**src/rtl/idx_ea_pkg.sv**
```systemverilog
package idx_ea_pkg;

  localparam int unsigned EA_W    = 16;
  localparam int unsigned ACC_W   = 8;
  localparam int unsigned SHORT_W = 5;
  localparam int unsigned MID_W   = 9;
  localparam int unsigned STEP_W  = 3;

  typedef enum logic [3:0] {
    MODE_OFF_SHORT = 4'd0,
    MODE_OFF_MID   = 4'd1,
    MODE_OFF_WIDE  = 4'd2,
    MODE_ACC_A     = 4'd3,
    MODE_ACC_B     = 4'd4,
    MODE_ACC_D     = 4'd5,
    MODE_PRE_INC   = 4'd6,
    MODE_PRE_DEC   = 4'd7,
    MODE_POST_INC  = 4'd8,
    MODE_POST_DEC  = 4'd9,
    MODE_IND_WIDE  = 4'd10,
    MODE_IND_D     = 4'd11
  } idx_mode_e;

  typedef enum logic [1:0] {
    BASE_X  = 2'd0,
    BASE_Y  = 2'd1,
    BASE_SP = 2'd2,
    BASE_PC = 2'd3
  } base_sel_e;

  typedef enum logic [1:0] {
    SEQ_IDLE     = 2'd0,
    SEQ_PTR_REQ  = 2'd1,
    SEQ_PTR_WAIT = 2'd2,
    SEQ_RESULT   = 2'd3
  } seq_state_e;

endpackage

```
**src/rtl/idx_base_mux.sv**
```systemverilog
module idx_base_mux #(
  parameter int unsigned AW   = 16,
  parameter int unsigned NSEL = 4,
  localparam int unsigned SW  = $clog2(NSEL)
) (
  input  logic [SW-1:0]            sel,
  input  logic [NSEL-1:0][AW-1:0]  bank,
  output logic [AW-1:0]            base
);

  // one entry per architectural base register
  assign base = bank[sel];

endmodule

```
**src/rtl/idx_offset_gen.sv**
```systemverilog
module idx_offset_gen
  import idx_ea_pkg::*;
#(
  parameter int unsigned AW      = 16,
  parameter int unsigned ACC_W   = 8,
  parameter int unsigned SHORT_W = 5,
  parameter int unsigned MID_W   = 9,
  parameter int unsigned STEP_W  = 3
) (
  input  idx_mode_e          mode,
  input  logic [AW-1:0]      offset,
  input  logic [STEP_W-1:0]  step,
  input  logic [ACC_W-1:0]   acc_a,
  input  logic [ACC_W-1:0]   acc_b,
  output logic [AW-1:0]      ea_addend,
  output logic [AW-1:0]      wb_addend,
  output logic               is_auto,
  output logic               is_indirect,
  output logic               bad_mode
);

  localparam int unsigned NCONST = 3;
  localparam int unsigned D_W    = 2 * ACC_W;

  logic [AW-1:0] const_ext [NCONST];
  logic [AW-1:0] a_ext, b_ext, d_ext;
  logic [AW-1:0] step_up, step_dn;

  // sign extension of the three constant widths: short, mid, full
  for (genvar g = 0; g < NCONST; g++) begin : g_const
    localparam int unsigned W = (g == 0) ? SHORT_W : (g == 1) ? MID_W : AW;
    assign const_ext[g] = AW'($signed(offset[W-1:0]));
  end

  // accumulators are unsigned displacements
  assign a_ext = AW'(acc_a);
  assign b_ext = AW'(acc_b);
  assign d_ext = AW'({acc_a, acc_b});

  // step field encodes magnitude minus one, giving 1..2^STEP_W
  assign step_up = AW'(step) + AW'(1);
  assign step_dn = '0 - step_up;

  always_comb begin
    ea_addend   = '0;
    wb_addend   = '0;
    is_auto     = 1'b0;
    is_indirect = 1'b0;
    bad_mode    = 1'b0;
    case (mode)
      MODE_OFF_SHORT: ea_addend = const_ext[0];
      MODE_OFF_MID:   ea_addend = const_ext[1];
      MODE_OFF_WIDE:  ea_addend = const_ext[2];
      MODE_ACC_A:     ea_addend = a_ext;
      MODE_ACC_B:     ea_addend = b_ext;
      MODE_ACC_D:     ea_addend = d_ext;
      MODE_PRE_INC: begin
        ea_addend = step_up;
        wb_addend = step_up;
        is_auto   = 1'b1;
      end
      MODE_PRE_DEC: begin
        ea_addend = step_dn;
        wb_addend = step_dn;
        is_auto   = 1'b1;
      end
      MODE_POST_INC: begin
        wb_addend = step_up;
        is_auto   = 1'b1;
      end
      MODE_POST_DEC: begin
        wb_addend = step_dn;
        is_auto   = 1'b1;
      end
      MODE_IND_WIDE: begin
        ea_addend   = const_ext[2];
        is_indirect = 1'b1;
      end
      MODE_IND_D: begin
        ea_addend   = d_ext;
        is_indirect = 1'b1;
      end
      default: bad_mode = 1'b1;
    endcase
  end

  // D_W must match the address width for the pair to act as a full offset
  logic unused_dw;
  assign unused_dw = (D_W == AW) ? 1'b0 : 1'b1;

endmodule

```
**src/rtl/idx_addr_calc.sv**
```systemverilog
module idx_addr_calc
  import idx_ea_pkg::*;
#(
  parameter int unsigned AW = 16
) (
  input  base_sel_e      sel,
  input  logic [AW-1:0]  base,
  input  logic [AW-1:0]  ea_addend,
  input  logic [AW-1:0]  wb_addend,
  input  logic           is_auto,
  input  logic           is_indirect,
  input  logic           bad_mode,
  output logic [AW-1:0]  ea,
  output logic [AW-1:0]  wb_val,
  output logic           wb_en,
  output logic           illegal,
  output logic           indirect
);

  logic [AW-1:0] sum_ea;
  logic          pc_modify;

  // auto-modify of the program counter is not a legal combination
  assign pc_modify = is_auto & (sel == BASE_PC);
  assign illegal   = bad_mode | pc_modify;

  // both adders wrap modulo 2^AW
  assign sum_ea = base + ea_addend;
  assign wb_val = base + wb_addend;

  assign ea       = illegal ? '0 : sum_ea;
  assign wb_en    = is_auto & ~illegal;
  assign indirect = is_indirect & ~illegal;

endmodule

```
**src/rtl/idx_ea_seq.sv**
```systemverilog
module idx_ea_seq
  import idx_ea_pkg::*;
#(
  parameter int unsigned AW = 16
) (
  input  logic           clk,
  input  logic           rst_n,
  input  logic           req_valid,
  output logic           req_ready,
  input  base_sel_e      sel,
  input  logic [AW-1:0]  ea_c,
  input  logic [AW-1:0]  wb_val_c,
  input  logic           wb_en_c,
  input  logic           illegal_c,
  input  logic           indirect_c,
  output logic           ptr_valid,
  input  logic           ptr_ready,
  input  logic           ptr_rsp_valid,
  input  logic [AW-1:0]  ptr_rsp_data,
  output logic           res_valid,
  input  logic           res_ready,
  output logic [AW-1:0]  addr_q,
  output logic           wb_en_q,
  output base_sel_e      wb_sel_q,
  output logic [AW-1:0]  wb_val_q,
  output logic           illegal_q
);

  seq_state_e state_q;

  assign req_ready = (state_q == SEQ_IDLE);
  assign ptr_valid = (state_q == SEQ_PTR_REQ);
  assign res_valid = (state_q == SEQ_RESULT);

  // addr_q serves first as pointer location, then as the final address
  always_ff @(posedge clk or negedge rst_n) begin
    if (!rst_n) begin
      state_q   <= SEQ_IDLE;
      addr_q    <= '0;
      wb_en_q   <= 1'b0;
      wb_sel_q  <= BASE_X;
      wb_val_q  <= '0;
      illegal_q <= 1'b0;
    end else begin
      case (state_q)
        SEQ_IDLE: begin
          if (req_valid) begin
            addr_q    <= ea_c;
            wb_en_q   <= wb_en_c;
            wb_sel_q  <= sel;
            wb_val_q  <= wb_val_c;
            illegal_q <= illegal_c;
            state_q   <= indirect_c ? SEQ_PTR_REQ : SEQ_RESULT;
          end
        end
        SEQ_PTR_REQ: begin
          if (ptr_ready) state_q <= SEQ_PTR_WAIT;
        end
        SEQ_PTR_WAIT: begin
          if (ptr_rsp_valid) begin
            addr_q  <= ptr_rsp_data;
            state_q <= SEQ_RESULT;
          end
        end
        SEQ_RESULT: begin
          if (res_ready) state_q <= SEQ_IDLE;
        end
        default: state_q <= SEQ_IDLE;
      endcase
    end
  end

endmodule

```
**src/rtl/idx_ea_gen.sv**
```systemverilog
module idx_ea_gen
  import idx_ea_pkg::*;
#(
  parameter int unsigned ADDR_W  = EA_W,
  parameter int unsigned ACC_DW  = ACC_W,
  parameter int unsigned SHORT_DW = SHORT_W,
  parameter int unsigned MID_DW  = MID_W,
  parameter int unsigned STEP_DW = STEP_W
) (
  input  logic                clk,
  input  logic                rst_n,
  input  logic                req_valid,
  output logic                req_ready,
  input  logic [3:0]          req_mode,
  input  logic [1:0]          req_base,
  input  logic [ADDR_W-1:0]   req_offset,
  input  logic [STEP_DW-1:0]  req_step,
  input  logic [ADDR_W-1:0]   reg_x,
  input  logic [ADDR_W-1:0]   reg_y,
  input  logic [ADDR_W-1:0]   reg_sp,
  input  logic [ADDR_W-1:0]   reg_pc,
  input  logic [ACC_DW-1:0]   acc_a,
  input  logic [ACC_DW-1:0]   acc_b,
  output logic                ptr_valid,
  input  logic                ptr_ready,
  output logic [ADDR_W-1:0]   ptr_addr,
  input  logic                ptr_rsp_valid,
  input  logic [ADDR_W-1:0]   ptr_rsp_data,
  output logic                res_valid,
  input  logic                res_ready,
  output logic [ADDR_W-1:0]   res_ea,
  output logic                res_wb_en,
  output logic [1:0]          res_wb_sel,
  output logic [ADDR_W-1:0]   res_wb_val,
  output logic                res_illegal
);

  localparam int unsigned NBASE = 4;

  logic [NBASE-1:0][ADDR_W-1:0] bank;
  logic [ADDR_W-1:0] base, ea_addend, wb_addend;
  logic [ADDR_W-1:0] ea_c, wb_val_c, addr_q;
  logic is_auto, is_indirect, bad_mode;
  logic wb_en_c, illegal_c, indirect_c;
  base_sel_e sel, wb_sel_q;

  assign sel  = base_sel_e'(req_base);
  assign bank = {reg_pc, reg_sp, reg_y, reg_x};

  idx_base_mux #(.AW(ADDR_W), .NSEL(NBASE)) u_base (
    .sel  (req_base),
    .bank (bank),
    .base (base)
  );

  idx_offset_gen #(
    .AW(ADDR_W), .ACC_W(ACC_DW), .SHORT_W(SHORT_DW),
    .MID_W(MID_DW), .STEP_W(STEP_DW)
  ) u_off (
    .mode        (idx_mode_e'(req_mode)),
    .offset      (req_offset),
    .step        (req_step),
    .acc_a       (acc_a),
    .acc_b       (acc_b),
    .ea_addend   (ea_addend),
    .wb_addend   (wb_addend),
    .is_auto     (is_auto),
    .is_indirect (is_indirect),
    .bad_mode    (bad_mode)
  );

  idx_addr_calc #(.AW(ADDR_W)) u_calc (
    .sel         (sel),
    .base        (base),
    .ea_addend   (ea_addend),
    .wb_addend   (wb_addend),
    .is_auto     (is_auto),
    .is_indirect (is_indirect),
    .bad_mode    (bad_mode),
    .ea          (ea_c),
    .wb_val      (wb_val_c),
    .wb_en       (wb_en_c),
    .illegal     (illegal_c),
    .indirect    (indirect_c)
  );

  idx_ea_seq #(.AW(ADDR_W)) u_seq (
    .clk           (clk),
    .rst_n         (rst_n),
    .req_valid     (req_valid),
    .req_ready     (req_ready),
    .sel           (sel),
    .ea_c          (ea_c),
    .wb_val_c      (wb_val_c),
    .wb_en_c       (wb_en_c),
    .illegal_c     (illegal_c),
    .indirect_c    (indirect_c),
    .ptr_valid     (ptr_valid),
    .ptr_ready     (ptr_ready),
    .ptr_rsp_valid (ptr_rsp_valid),
    .ptr_rsp_data  (ptr_rsp_data),
    .res_valid     (res_valid),
    .res_ready     (res_ready),
    .addr_q        (addr_q),
    .wb_en_q       (res_wb_en),
    .wb_sel_q      (wb_sel_q),
    .wb_val_q      (res_wb_val),
    .illegal_q     (res_illegal)
  );

  assign ptr_addr   = addr_q;
  assign res_ea     = addr_q;
  assign res_wb_sel = wb_sel_q;

endmodule

```
**config.mk**
```make
export PLATFORM = sky130hd
export DESIGN_NAME = idx_ea_gen
export DESIGN_NICKNAME = d
export VERILOG_FILES = /design/src/rtl/idx_ea_pkg.sv /design/src/rtl/idx_base_mux.sv /design/src/rtl/idx_offset_gen.sv /design/src/rtl/idx_addr_calc.sv /design/src/rtl/idx_ea_seq.sv /design/src/rtl/idx_ea_gen.sv
export SDC_FILE = /design/constraint.sdc
export NUM_CORES = 1
export LEC_CHECK = 0
export BUFFER_PORTS_ARGS = -buffer_cell sky130_fd_sc_hd__buf_4
export CORE_ASPECT_RATIO = 0.5
export CORE_MARGIN = 8
export CORE_UTILIZATION = 40
export DETAILED_ROUTE_END_ITERATION = 10
export GPL_TIMING_DRIVEN = 0
export HOLD_SLACK_MARGIN = 0.12
export PLACE_DENSITY = 0.67
export REMOVE_ABC_BUFFERS = 1
export SLEW_MARGIN = 20
export SYNTH_ARGS = -nofsm -noshare
export SYNTH_HDL_FRONTEND = slang
export SYNTH_HIERARCHICAL = 1
export SYNTH_SLANG_ARGS = --single-unit
```
**constraint.sdc**
```tcl
create_clock -name clk -period 2.2 [get_ports clk]
set_input_delay 0.44 -clock clk [delete_from_list [all_inputs] [get_ports clk]]
set_output_delay 0.44 -clock clk [all_outputs]
set_load 0.03 [all_outputs]
```
== Word level (Yosys, flattened, before mapping) ==
Index checks and enable logic that the tools add are counted.

* Register bits after elaboration: 38
* Latch bits: 0
* RAM bits: 0
* ROM bits: 0
* Bits of input ports: 127
* Output and inout bits: 55
* Logic and storage cells: 65
* Memories: 0

* Add/subtract/negate cells: 4
* Multipliers: 0
* Div/mod/pow operators: 0
* $lt $le $gt $ge: 1
* Eq/ne operators: 19
* Shift-type cells: 0
* Mux-type cells: 17
* Bitwise operators: 5
* Reduce and logical (&&, ||, !) cells: 13

{| class="wikitable"
|+ Operators by type and width
! kind !! number
|-
| case mux 16 bit (8 select lines) || 1
|-
| two-way mux 16 bit || 4
|-
| case mux 16 bit (2 select lines) || 2
|-
| adder 16 bit || 2
|-
| binary-select mux 16 bit (select 2 bit) || 1
|-
| equality test 4 x 3 -> 1 bit, second input constant || 4
|-
| equality test 4 bit, second input constant || 4
|-
| subtractor 1 x 16 -> 16 bit, first input constant || 1
|-
| OR reduction 12 bit || 1
|-
| two-way mux 2 bit || 5
|-
| OR reduction 2 bit || 5
|-
| equality test 4 x 2 -> 1 bit, second input constant || 2
|-
| case mux 2 bit (4 select lines) || 1
|-
| equality test 2 bit, second input constant || 3
|-
| adder 3 x 1 -> 4 bit, second input constant || 1
|-
| equality test 4 x 1 -> 1 bit, second input constant || 1
|-
| zero test 4 bit || 1
|-
| != test 2 x 1 -> 1 bit, second input constant || 2
|-
| != test 2 bit, second input constant || 2
|-
| AND reduction 4 bit || 1
|-
| OR reduction 4 bit || 1
|-
| AND 1 bit || 3
|-
| < comparator 2 x 3 -> 1 bit, second input constant || 1
|-
| two-way mux 1 bit || 3
|-
| 7 further kinds || 7
|}

== Longest topological paths before layout ==
Gate-level depths: netlist of the first run.

* Depth after elaboration: 10
* Gate-level depth with buffers: 16
* Depth with buffers taken out: 15

== By module ==
The synthesis of the first run kept the hierarchy.

{| class="wikitable"
|+ Modules (own cells, without submodules)
! module !! times used !! cells an instance !! area an instance (µm²)
|-
| idx_ea_seq || 1 || 113 || 1,799.2
|-
| idx_addr_calc || 1 || 212 || 1,505.2
|-
| idx_offset_gen || 1 || 132 || 908.4
|-
| idx_base_mux || 1 || 20 || 424.2
|-
| idx_ea_gen || 1 || 16 || 120.1
|}

== Worst setup path before layout of the first run ==
OpenSTA, ideal clock, no wires.

* Path kind: in2reg
* Start: in req_step[0]
* End: reg u_seq.addr_q[15]
* Arrival: 3,537 ps
* Data required time: 2,075 ps
* Path slack: -1,461 ps
* Stages: 14
* Cell sequence: ha_1 > or4b_1 > nand4_1 > a31oi_1 > or3_1 > ha_1 > or4_1 > a21oi_2 > nor4_1 > o32ai_2 > xnor2_1 > nor2_1 > mux2_2 > mux2_2

* Word-level cells in the longest chain between the ends: 7

{| class="wikitable"
|+ RTL lines
! what !! line !! source
|-
| start, declared || idx_ea_gen.sv:17 || <nowiki>input logic [STEP_DW-1:0] req_step,</nowiki>
|-
| adder 3 x 1 -> 4 bit (*) || idx_offset_gen.sv:41 || <nowiki>assign step_up = AW'(step) + AW'(1);</nowiki>
|-
| subtractor 1 x 16 -> 16 bit || idx_offset_gen.sv:42 || <nowiki>assign step_dn = '0 - step_up;</nowiki>
|-
| case mux 16 bit (8 select lines) (*) || idx_offset_gen.sv:50 || <nowiki>case (mode)</nowiki>
|-
| via ea_addend[3] || idx_ea_gen.sv:41 || <nowiki>logic [ADDR_W-1:0] base, ea_addend, wb_addend;</nowiki>
|-
| adder 16 bit (*) || idx_addr_calc.sv:28 || <nowiki>assign sum_ea = base + ea_addend;</nowiki>
|-
| two-way mux 16 bit (*) || idx_addr_calc.sv:31 || <nowiki>assign ea = illegal ? '0 : sum_ea;</nowiki>
|-
| via ea_c[15] || idx_ea_gen.sv:42 || <nowiki>logic [ADDR_W-1:0] ea_c, wb_val_c, addr_q;</nowiki>
|-
| two-way mux 16 bit (*) || idx_ea_seq.sv:47 || <nowiki>if (req_valid) begin</nowiki>
|-
| case mux 16 bit (2 select lines) (*) || idx_ea_seq.sv:45 || <nowiki>case (state_q)</nowiki>
|-
| end signal, assigned || idx_ea_seq.sv:61 || <nowiki>addr_q <= ptr_rsp_data;</nowiki>
|-
| end, declared || idx_ea_seq.sv:22 || <nowiki>output logic [AW-1:0] addr_q,</nowiki>
|}

The timed path passes the listed nets; every way through them passes the cells marked *. The select of a mux whose other input is x is not followed.
A chain may end at the register's enable or synchronous reset.

== Worst setup path after layout of the first run ==
Ends and elaborated chain as after synthesis.

==> flow_summary_export.csv, run 1 <==
group,metric,value,unit
global_routing,grt_util_all_layers,0.1847,
timing,period_share,1.568,
setup_path,criticalPathCategory,"input pin to flop",
clocking,postCtsHoldBufs,0,
clocking,clock_path_buffers,2,
clocking,cts.sinks,38,
synth,synth_warnings,6,
timing,skew,0.006241,ns
global_routing,grt_pass1_wl,23710,microns
global_routing,grt_pass1_vias,4585,
synth,synthMuxAreaShare,0.2378,
cells_and_area,area.growth.synth_to_final,43.24,%
clocking,clkTransAtPathRegs,0.06,ns
clocking,root_buffer,"clkbuf_16",
synth,yosys.area_share.adder,0.1005,
timing,worst_slew_pin_slew,0.9555,ns
clocking,clock_latency,0.29,ns
routing,drt-pass1-iter-count,5,
global_routing,antenna_found_initial,0,
synth,yosysTopAreaCell,"dfrtp_1",
floorplanning,fp.dieArea,15850,sq um
cells_and_area,final_nets,832,
cells_and_area,design_area,6814,sq um
run_status,violations,"negative setup slack",
place,gp_congestion,0.9151,
synth,synth_area_leaders,"dfrtp_1, mux2_2, ha_1, mux4_2, buf_4",
synth,synth_edf_count,0,
clocking,cts_buffers,5,
cells_and_area,regArea,950.9,sq um
synth,ys.flop_type,"dfrtp_1",
synth,synth-async-reset-ratio,1.000,
routing,drc_errors,0,
routing,avgRoutedWirePerCell,19.16,microns
floorplanning,design.core.area,11700,sq um
timing,relSlewSlack,0.3615,
synth,ys_types,68,
global_routing,grt_max_degree,39,
timing,fin_ws,-1.250,ns
timing,finalSetupViolCount,29,
setup_path,cp_data_required_time,2.37,ns
timing,period_needed,3.450,ns
cells_and_area,multi_input_area,3744,sq um
clocking,cts_max_level,2,
place,dp_hpwl,11770,microns
synth,synth_top_family_by_area,"multiplexers",
synth,avgSynthCellArea,9.649,sq um
power,leakagePower,3.165,nW
clocking,cts_tree,"done",
timing,fmax,289.8,MHz
synth,synth_top_area_frac,0.1999,
setup_path,path_max_fanout,3,
floorplanning,start_util,0.4065,
power,total_power,0.006825,W
place,place_area,5931,sq um
synth,netlist_area,4757,sq um
setup_path,start_kind,"input pin",
setup_path,crit_path_end_kind,"flop",
min_path,hp-class,"input pin to asynchronous set/reset pin",
routing,vias_per_cell,5.496,
synth,seq_area_frac_synth,0.1999,
timing,slew_violations,0,
routing,dr_total_vias,4584,
run,cap_violations,0,
floorplanning,die_w,170.2,microns
floorplanning,rows,28,
routing,ant_nets,0,
place,io_buffers,181,
synth,synth_cells,493,
place,preCtsSetupSlack,-2.026,ns
global_routing,grt_remaining_overflow,0,
cells_and_area,fillerInstances,1036,
timing,finalHoldViolCount,0,
synth,synth_compound_area_frac,0.1878,
setup_path,worstPathArrival,3.62,ns
synth,synth-xor-area-share,0.03866,
timing,rsz0062_at_grt,"yes",
synth,ys_seq_elements,38,
floorplanning,ioPinCount,182,
cells_and_area,n_antenna_cell,0,
power,ir_drop,589.7,uV
run_status,status,"finished, violations left",
cells_and_area,drive_gt1_frac,0.5426,
timing,worst_hold_slack,0.1405,ns
routing,drtIter0Drc,341,
synth,synth-simple-area-share,0.1336,
routing,wl,15980,microns
timing,finalSetupTns,-23.70,ns
power,power_density,1002,nW/um^2
floorplanning,die_h,93.11,microns
## sequential cells by signal, summed over array words and instances (netlist names)
| signal | cells |
|---|---|
| u_seq/addr_q | 16 |
| u_seq/illegal_q | 1 |
| u_seq/wb_sel_q | 2 |
| u_seq/state_q | 2 |
| u_seq/wb_val_q | 16 |
| u_seq/wb_en_q | 1 |
## cell usage after synthesis (all sizes together), types with 3 or more instances
| cell | count |
|---|---|
| a211o | 5 |
| a211oi | 7 |
| a21o | 7 |
| a21oi | 33 |
| a221o | 8 |
| a311oi | 4 |
| a31oi | 4 |
| and2 | 6 |
| and3 | 3 |
| buf | 38 |
| clkbuf | 9 |
| dfrtp | 38 |
| ha | 35 |
| inv | 21 |
| mux2 | 56 |
| mux2i | 8 |
| mux4 | 16 |
| nand2 | 26 |
| nand2b | 5 |
| nand3 | 6 |
| nand4 | 4 |
| nor2 | 31 |
| nor2b | 7 |
| nor3 | 13 |
| nor3b | 6 |
| o21a | 9 |
| o21ai | 24 |
| o22ai | 3 |
| o31a | 3 |
| o31ai | 5 |
| or3 | 5 |
| xnor2 | 13 |
| xor2 | 8 |
## worst paths after layout
| path | slack, ns | depth (start not counted) | start | to |
|---|---|---|---|---|
| setup / recovery | -1.25 | 15 | req_step[0] | u_seq/addr_q[15] |
| hold / removal | 0.14 | 1 | rst_n | u_seq/wb_val_q[8] |
| setup reg to reg | 0.14 | 4 | u_seq/state_q[1] | u_seq/wb_val_q[0] |
| hold reg to reg | 0.51 | 1 | u_seq/wb_val_q[2] | u_seq/wb_val_q[2] |
| max in group asynchronous | 1.68 | 1 | rst_n | u_seq/state_q[1] |
| min in group clk | 0.51 | 1 | u_seq/wb_val_q[2] | u_seq/wb_val_q[2] |
## worst max-delay path: stages
cell and delay [ns]:
buf_12 0.10, ha_4 0.23, or4b_1 0.46, nand4_1 0.10, a31oi_1 0.05, or3_4 0.35
ha_4 0.17, or4_4 0.43, a21oi_4 0.19, nor4_4 0.09, o32ai_2 0.26, xnor2_1 0.16
nor2_1 0.05, mux2_2 0.25, mux2_4 0.27
## power breakdown
group,internal (W),switching [W]
Combinational,0.00228,0.00249
Clock,0.000449,0.000308
Sequential,0.00106,0.000232
## layout make-up
type	instances	area share
clock buffers	6	0.02038
clock inverters	2	0.001836
inverters	21	0.01212
multi-input cells	387	0.5494
flip-flops and latches	38	0.1396
well taps	165	0.03030
repair buffers	215	0.2464
## timing repair
action,4_1_cts,5_1_grt
pin swaps,19,22
setup buffers,24,12
resized for setup,46,61
setup endpoints to repair,34,32
## logic make-up (layout without fill, tap and decap cells)
| logic type | Yosys count | after routing |
|---|---|---|
| XOR/XNOR | 21 | 21 |
| AO/OA/AOI/OAI | 128 | 128 |
| flip-flops | 38 | 38 |
| AND/OR/NAND/NOR | 121 | 121 |
| adder cells (fa/ha/maj) | 37 | 37 |
| multiplexers | 80 | 80 |
| buffers and inverters | 68 | 244 |
## through the flow
| stage | std cells | utilization |
|---|---|---|
| finish | 834 | 0.5823 |
| global route | 834 | 0.5823 |
| CTS | 825 | 0.5514 |
| detailed placement | 793 | 0.5068 |
| global placement | 792 | 0.5057 |
| floorplan | 446 | - |
## metal layers
| layer | global-route usage | vias up | wire length [microns] |
|---|---|---|---|
| li1 | - | 2178 | - |
| met2 | 0.3310 | 140 | 8359 |
| met3 | 0.04035 | 16 | 999 |
| met1 | 0.2261 | 2250 | 6445 |
| met4 | 0.03698 | 0 | 178 |
| met5 | 0 | - | 0 |
## cell usage in the layout (no fill, tap or decap), types with 9 or more instances in the layout
cell     count
nor3_1       9
inv_1       18
buf_6       12
nor2_1      28
nand2_1     25
mux2_2      34
mux4_2      14
buf_4      201
a21oi_1     26
xnor2_1     11
dfrtp_1     38
o21ai_0     17
ha_1        27
mux2_4      22
No activity file was read; power rests on OpenSTA's default activity.
==> run 2, diff against run 1 <==
Settings changed: CORE_UTILIZATION 40 to 43, CTS_CLUSTER_DIAMETER set to 100, PLACE_DENSITY 0.67 to 0.74.
Clock period 2.2 ns to 3.02 ns, I/O delays scaled along.
==> run 2 against run 1 <==
  * Clock power shrank 19%
  * Routed wire length grew 8.1%
  * Clock skew is essentially flat
  * Combinational power shrank 28%
  * Highest routed layer unchanged
  * Register-to-register slack gained 0.05 ns
  * The flow still finishes with violations (negative setup slack)
  * Die area shrank 6.1%
==> flow_summary_export.csv, run 2 (synthesis results as in run 1) <==
group,metric,value,unit
run_status,status,"finished, violations left",
run_status,violations,"negative setup slack",
routing,drt-pass1-iter-count,5,
clocking,cts_max_level,2,
cells_and_area,n_antenna_cell,0,
global_routing,grt_max_degree,39,
setup_path,crit_family,"compound AO/OA/AOI/OAI gates",
routing,drtIter0Drc,401,
routing,dr_total_vias,4833,
timing,slew_violations,0,
setup_path,crit_chain,"buf_12, buf_4, nand2_1, a31o_2, a21oi_1, a211o_1, ha_1, or4_4, a21oi_4, nor4_4, o32ai_2, xnor2_1, nor2_1, mux2_2, mux2_2",
floorplanning,rows,27,
setup_path,worst_path_max_delay_cell,"or4_4",
routing,avgRoutedWirePerCell,20.86,microns
clocking,cts.sinks,38,
clocking,clkTransAtPathRegs,0.06,ns
place,io_buffers,181,
cells_and_area,area.growth.synth_to_final,47.66,%
power,ir_drop,338.3,uV
timing,finalSetupViolCount,20,
setup_path,r2r_cells,5,
floorplanning,start_util,0.4373,
global_routing,grt_pass1_vias,4622,
clocking,clock_latency,0.29,ns
cells_and_area,final_nets,846,
place,place_area,5906,sq um
floorplanning,design.core.area,10880,sq um
place,dp_hpwl,11670,microns
setup_path,crit_path_end_kind,"flop",
timing,relSlewSlack,0.2994,
power,total_power,0.004992,W
setup_path,slowest_delay,0.58,ns
timing,period_share,1.204,
clocking,clock_path_buffers,2,
routing,drc_errors,0,
cells_and_area,fin_cells,828,
power,leakagePower,3.258,nW
floorplanning,die_w,164.7,microns
setup_path,path_max_fanout,7,
place,preCtsSetupSlack,-1.299,ns
timing,fmax,274.9,MHz
power,power_density,710.7,nW/um^2
cells_and_area,drive_gt1_frac,0.5725,
timing,fin_ws,-0.6171,ns
setup_path,start_kind,"input pin",
place,dp_cells,773,
global_routing,grt_pass1_wl,24390,microns
setup_path,cp_data_required_time,3.20,ns
routing,ant_nets,0,
min_path,hp-class,"input pin to asynchronous set/reset pin",
floorplanning,die_h,90.38,microns
setup_path,criticalPathCategory,"input pin to flop",
setup_path,path_common_cell,"mux2_2",
timing,worst_slew_pin_slew,1.050,ns
timing,period_needed,3.637,ns
cells_and_area,final_cell_mix,"buf_4, mux2_2, dfrtp_1",
clocking,cts_tree,"done",
setup_path,worstPathArrival,3.82,ns
cells_and_area,largest_registers,"u_seq/addr_q (16), u_seq/wb_val_q (16)",
global_routing,grt_remaining_overflow,0,
place,gp_congestion,0.9371,
global_routing,grt_util_all_layers,0.2023,
routing,vias_per_cell,5.837,
routing,wl,17280,microns
timing,skew,0.005990,ns
cells_and_area,design_area,7024,sq um
cells_and_area,mostFrequentLayoutCell,"buf_4",
clocking,cts_buffers,5,
setup_path,worst-path-stages,15,
timing,finalHoldViolCount,0,
run,cap_violations,0,
floorplanning,fp.dieArea,14890,sq um
setup_path,reg2reg_slack,0.19,ns
global_routing,antenna_found_initial,0,
timing,rsz0062_at_grt,"yes",
setup_path,crit_buf_inv,2,
clocking,root_buffer,"clkbuf_16",
timing,finalSetupTns,-7.064,ns
floorplanning,ioPinCount,182,
==> run 2: what timing repair did <==
action                                  in CTS  in global routing
setup buffers                               26                 22
resized for setup                           57                 63
gates cloned                                 0                  1
hold buffers                                 0                  0
pin swaps                                   17                 26
endpoints found under the setup margin      24                 22
==> run 2: report_power, final <==
group	internal [W]	switching, W
combinational	0.00161	0.00183
clock	0.000387	0.000227
sequential	0.000775	0.000166
==> run 2: layout make-up <==
class                   count  area (sq um)
fillers                   842          3854
clock inverters             3         40.04
inverters                  21         78.83
multi-input cells         387          3791
repair buffers            229          1857
clock buffers               5         125.1
well taps                 145         181.4
flip-flops and latches     38         950.9
==> run 2: metrics by stage <==
| stage | util | hold WS (ns) |
|---|---|---|
| 2_1_floorplan | - | 0.3084 |
| 6_report | 0.6457 | 0.2803 |
| 5_1_grt | 0.6457 | 0.3141 |
| 4_1_cts | 0.6001 | 0.3214 |
| 3_3_place_gp | 0.5416 | 0.4896 |
| 3_5_place_dp | 0.5429 | 0.4948 |
==> run 2: final timing paths <==
kind,start,to
hold / removal,rst_n,u_seq/wb_val_q[0]
setup / recovery,req_step[0],u_seq/addr_q[15]
setup reg to reg,u_seq/state_q[0],u_seq/addr_q[13]
max in group asynchronous,rst_n,u_seq/addr_q[0]
hold reg to reg,u_seq/wb_val_q[4],u_seq/wb_val_q[4]
min in group clk,u_seq/wb_val_q[4],u_seq/wb_val_q[4]
==> run 2: per-layer routing <==
metal	global-route usage	wire (microns)	share of wire	vias to the layer above
li1	-	-	-	2207
met1	0.2452	6759	0.39	2385
met2	0.3524	8897	0.51	199
met3	0.04368	1120	0.065	42
met4	0.05738	498	0.029	0
met5	0	0	0	-
==> run 3, diff against run 2 <==
Settings changed: CORE_MARGIN 8 to unset.
==> run 3 against run 2 <==
  * Critical path type unchanged
  * Worst setup slack better by 0.00066 ns
  * Sequential power is 0.7% higher
  * Flip-flop and latch count stayed put
  * First-iteration DRC count is 4.2% higher
  * Routed wire length is 9.3% lower
  * Total power is 0.38% lower
  * The flow still finishes with violations (negative setup slack)
  * Non-clock buffer count stayed put
  * Die area is 23% lower
==> flow_summary_export.csv, run 3 (synthesis results as in run 1) <==
group,metric,value,unit
setup_path,reg2reg_slack,0.37,ns
routing,avgRoutedWirePerCell,19.03,microns
cells_and_area,mostFrequentLayoutCell,"buf_4",
cells_and_area,fin_cells,823,
timing,fin_ws,-0.6164,ns
run_status,status,"finished, violations left",
clocking,cts_tree,"done",
global_routing,grt_pass1_wl,22200,microns
timing,slew_violations,0,
timing,fmax,275.0,MHz
routing,vias_per_cell,5.767,
timing,finalHoldViolCount,0,
timing,worst_hold_slack,0.3095,ns
place,dp_cells,768,
timing,rsz0062_at_grt,"yes",
setup_path,cp_data_required_time,3.20,ns
clocking,clock_latency,0.29,ns
floorplanning,fp.dieArea,11510,sq um
cells_and_area,final_cell_mix,"buf_4, mux2_2, dfrtp_1",
cells_and_area,multi_input_area,3699,sq um
routing,dr_total_vias,4746,
clocking,cts_max_level,2,
cells_and_area,drive_gt1_frac,0.5534,
routing,route.met2.wl,7865,microns
routing,drtIter0Drc,418,
routing,top_layer,"met4",
routing,ant_nets,0,
cells_and_area,largest_registers,"u_seq/addr_q (16), u_seq/wb_val_q (16)",
clocking,postCtsHoldBufs,0,
setup_path,r2r_start,"u_seq/state_q[0]",
cells_and_area,area.growth.synth_to_final,45.58,%
setup_path,worstPathArrival,3.82,ns
cells_and_area,regArea,950.9,sq um
global_routing,grt_util_all_layers,0.2466,
cells_and_area,final_nets,846,
routing,drc_errors,0,
cells_and_area,n_antenna_cell,0,
timing,worst_slew_pin_slew,1.100,ns
clocking,cts_buffers,5,
floorplanning,start_util,0.4541,
clocking,clkTransAtPathRegs,0.06,ns
global_routing,grt_max_degree,39,
clocking,clock_path_buffers,2,
timing,skew,0.006747,ns
timing,relSlewSlack,0.2660,
place,gp_congestion,0.8959,
place,dp_hpwl,10690,microns
min_path,hp-class,"input pin to asynchronous set/reset pin",
floorplanning,design.core.area,10480,sq um
cells_and_area,fillerInstances,790,
floorplanning,die_w,150.7,microns
timing,period_needed,3.636,ns
clocking,root_buffer,"clkbuf_16",
global_routing,grt_remaining_overflow,0,
run,cap_violations,0,
run_status,violations,"negative setup slack",
routing,wl_met3,951,microns
floorplanning,rows,26,
place,place_area,5899,sq um
floorplanning,ioPinCount,182,
power,leakagePower,3.252,nW
floorplanning,die_h,76.38,microns
timing,period_share,1.204,
setup_path,worstReg2RegEnd,"u_seq/addr_q[10]",
setup_path,r2r_cells,5,
routing,drt-met1-wl,6640,microns
clocking,cts.sinks,38,
global_routing,antenna_found_initial,0,
routing,wl,15660,microns
routing,drt-pass1-iter-count,5,
cells_and_area,design_area,6925,sq um
power,ir_drop,328.9,uV
global_routing,grt_pass1_vias,4378,
setup_path,start_kind,"input pin",
setup_path,path_max_fanout,8,
place,io_buffers,181,
timing,finalSetupViolCount,18,
setup_path,crit_path_end_kind,"flop",
setup_path,criticalPathCategory,"input pin to flop",
power,power_density,718.1,nW/um^2
-- run 3: cell counts in the layout (fill, tap and decap cells not counted) --
Identical to the previous run, type by type.
-- run 3: layout make-up --
type	instances	area share
clock buffers	5	0.01807
clock inverters	3	0.005781
inverters	21	0.01138
multi-input cells	387	0.5341
flip-flops and latches	38	0.1373
well taps	140	0.02529
repair buffers	229	0.2681
-- run 3: report_power, final --
group	total (W)	internal (W)	switching (W)
Clock	0.000619	0.000387	0.000232
Sequential	0.000948	0.000775	0.000173
Combinational	0.00341	0.00162	0.00179
Total	0.00497	0.00278	0.00219
-- run 3: routing by layer --
metal,vias up,GRT usage
li1,2207,-
met5,-,0
met3,21,0.04850
met1,2314,0.3215
met2,204,0.4151
met4,0,0.06400
-- run 3: how the worst max path moves through the flow --
stage / slack, ns / start / depth (start not counted) / to
4_1_cts: -0.58 / req_step[1] / 15 / u_seq/addr_q[15]
3_5_place_dp: -1.35 / req_step[0] / 15 / u_seq/addr_q[15]
2_1_floorplan: -0.81 / req_step[0] / 14 / u_seq/addr_q[15]
3_3_place_gp: -1.51 / req_mode[3] / 12 / u_seq/wb_val_q[13]
5_1_grt: -0.71 / req_step[0] / 15 / u_seq/addr_q[14]
6_report: -0.62 / req_step[0] / 16 / u_seq/addr_q[14]
-- run 3: repair_timing --
item                                    CTS  global route
endpoints found under the setup margin   24            24
resized for setup                        29            78
pin swaps                                16            30
gates cloned                              0             1
endpoints found under the hold margin     0             0
buffers inserted                          9            37
-- run 3: critical path: stages --
cell	delay [ns]
buf_12	0.12
ha_4	0.15
buf_4	0.16
nor2_4	0.13
xor2_2	0.09
mux2_4	0.26
o22ai_2	0.14
ha_1	0.31
nor2b_4	0.16
o31a_1	0.31
o31a_1	0.33
o2111ai_2	0.23
nand3_1	0.11
nor3b_2	0.17
mux2_4	0.28
mux2_4	0.26
-- run 3: through the flow --
stage                     setup TNS, ns    util  total power, W  setup WS [ns]
after floorplan                  -10.99       -        0.003006        -0.8052
after global placement           -26.19  0.5619        0.003973         -1.512
after detailed placement         -20.20  0.5632        0.004043         -1.354
after CTS                        -7.450  0.5991        0.004757        -0.5838
after global routing             -7.548  0.6611        0.005233        -0.7082
final                            -5.891  0.6611        0.004973        -0.6164
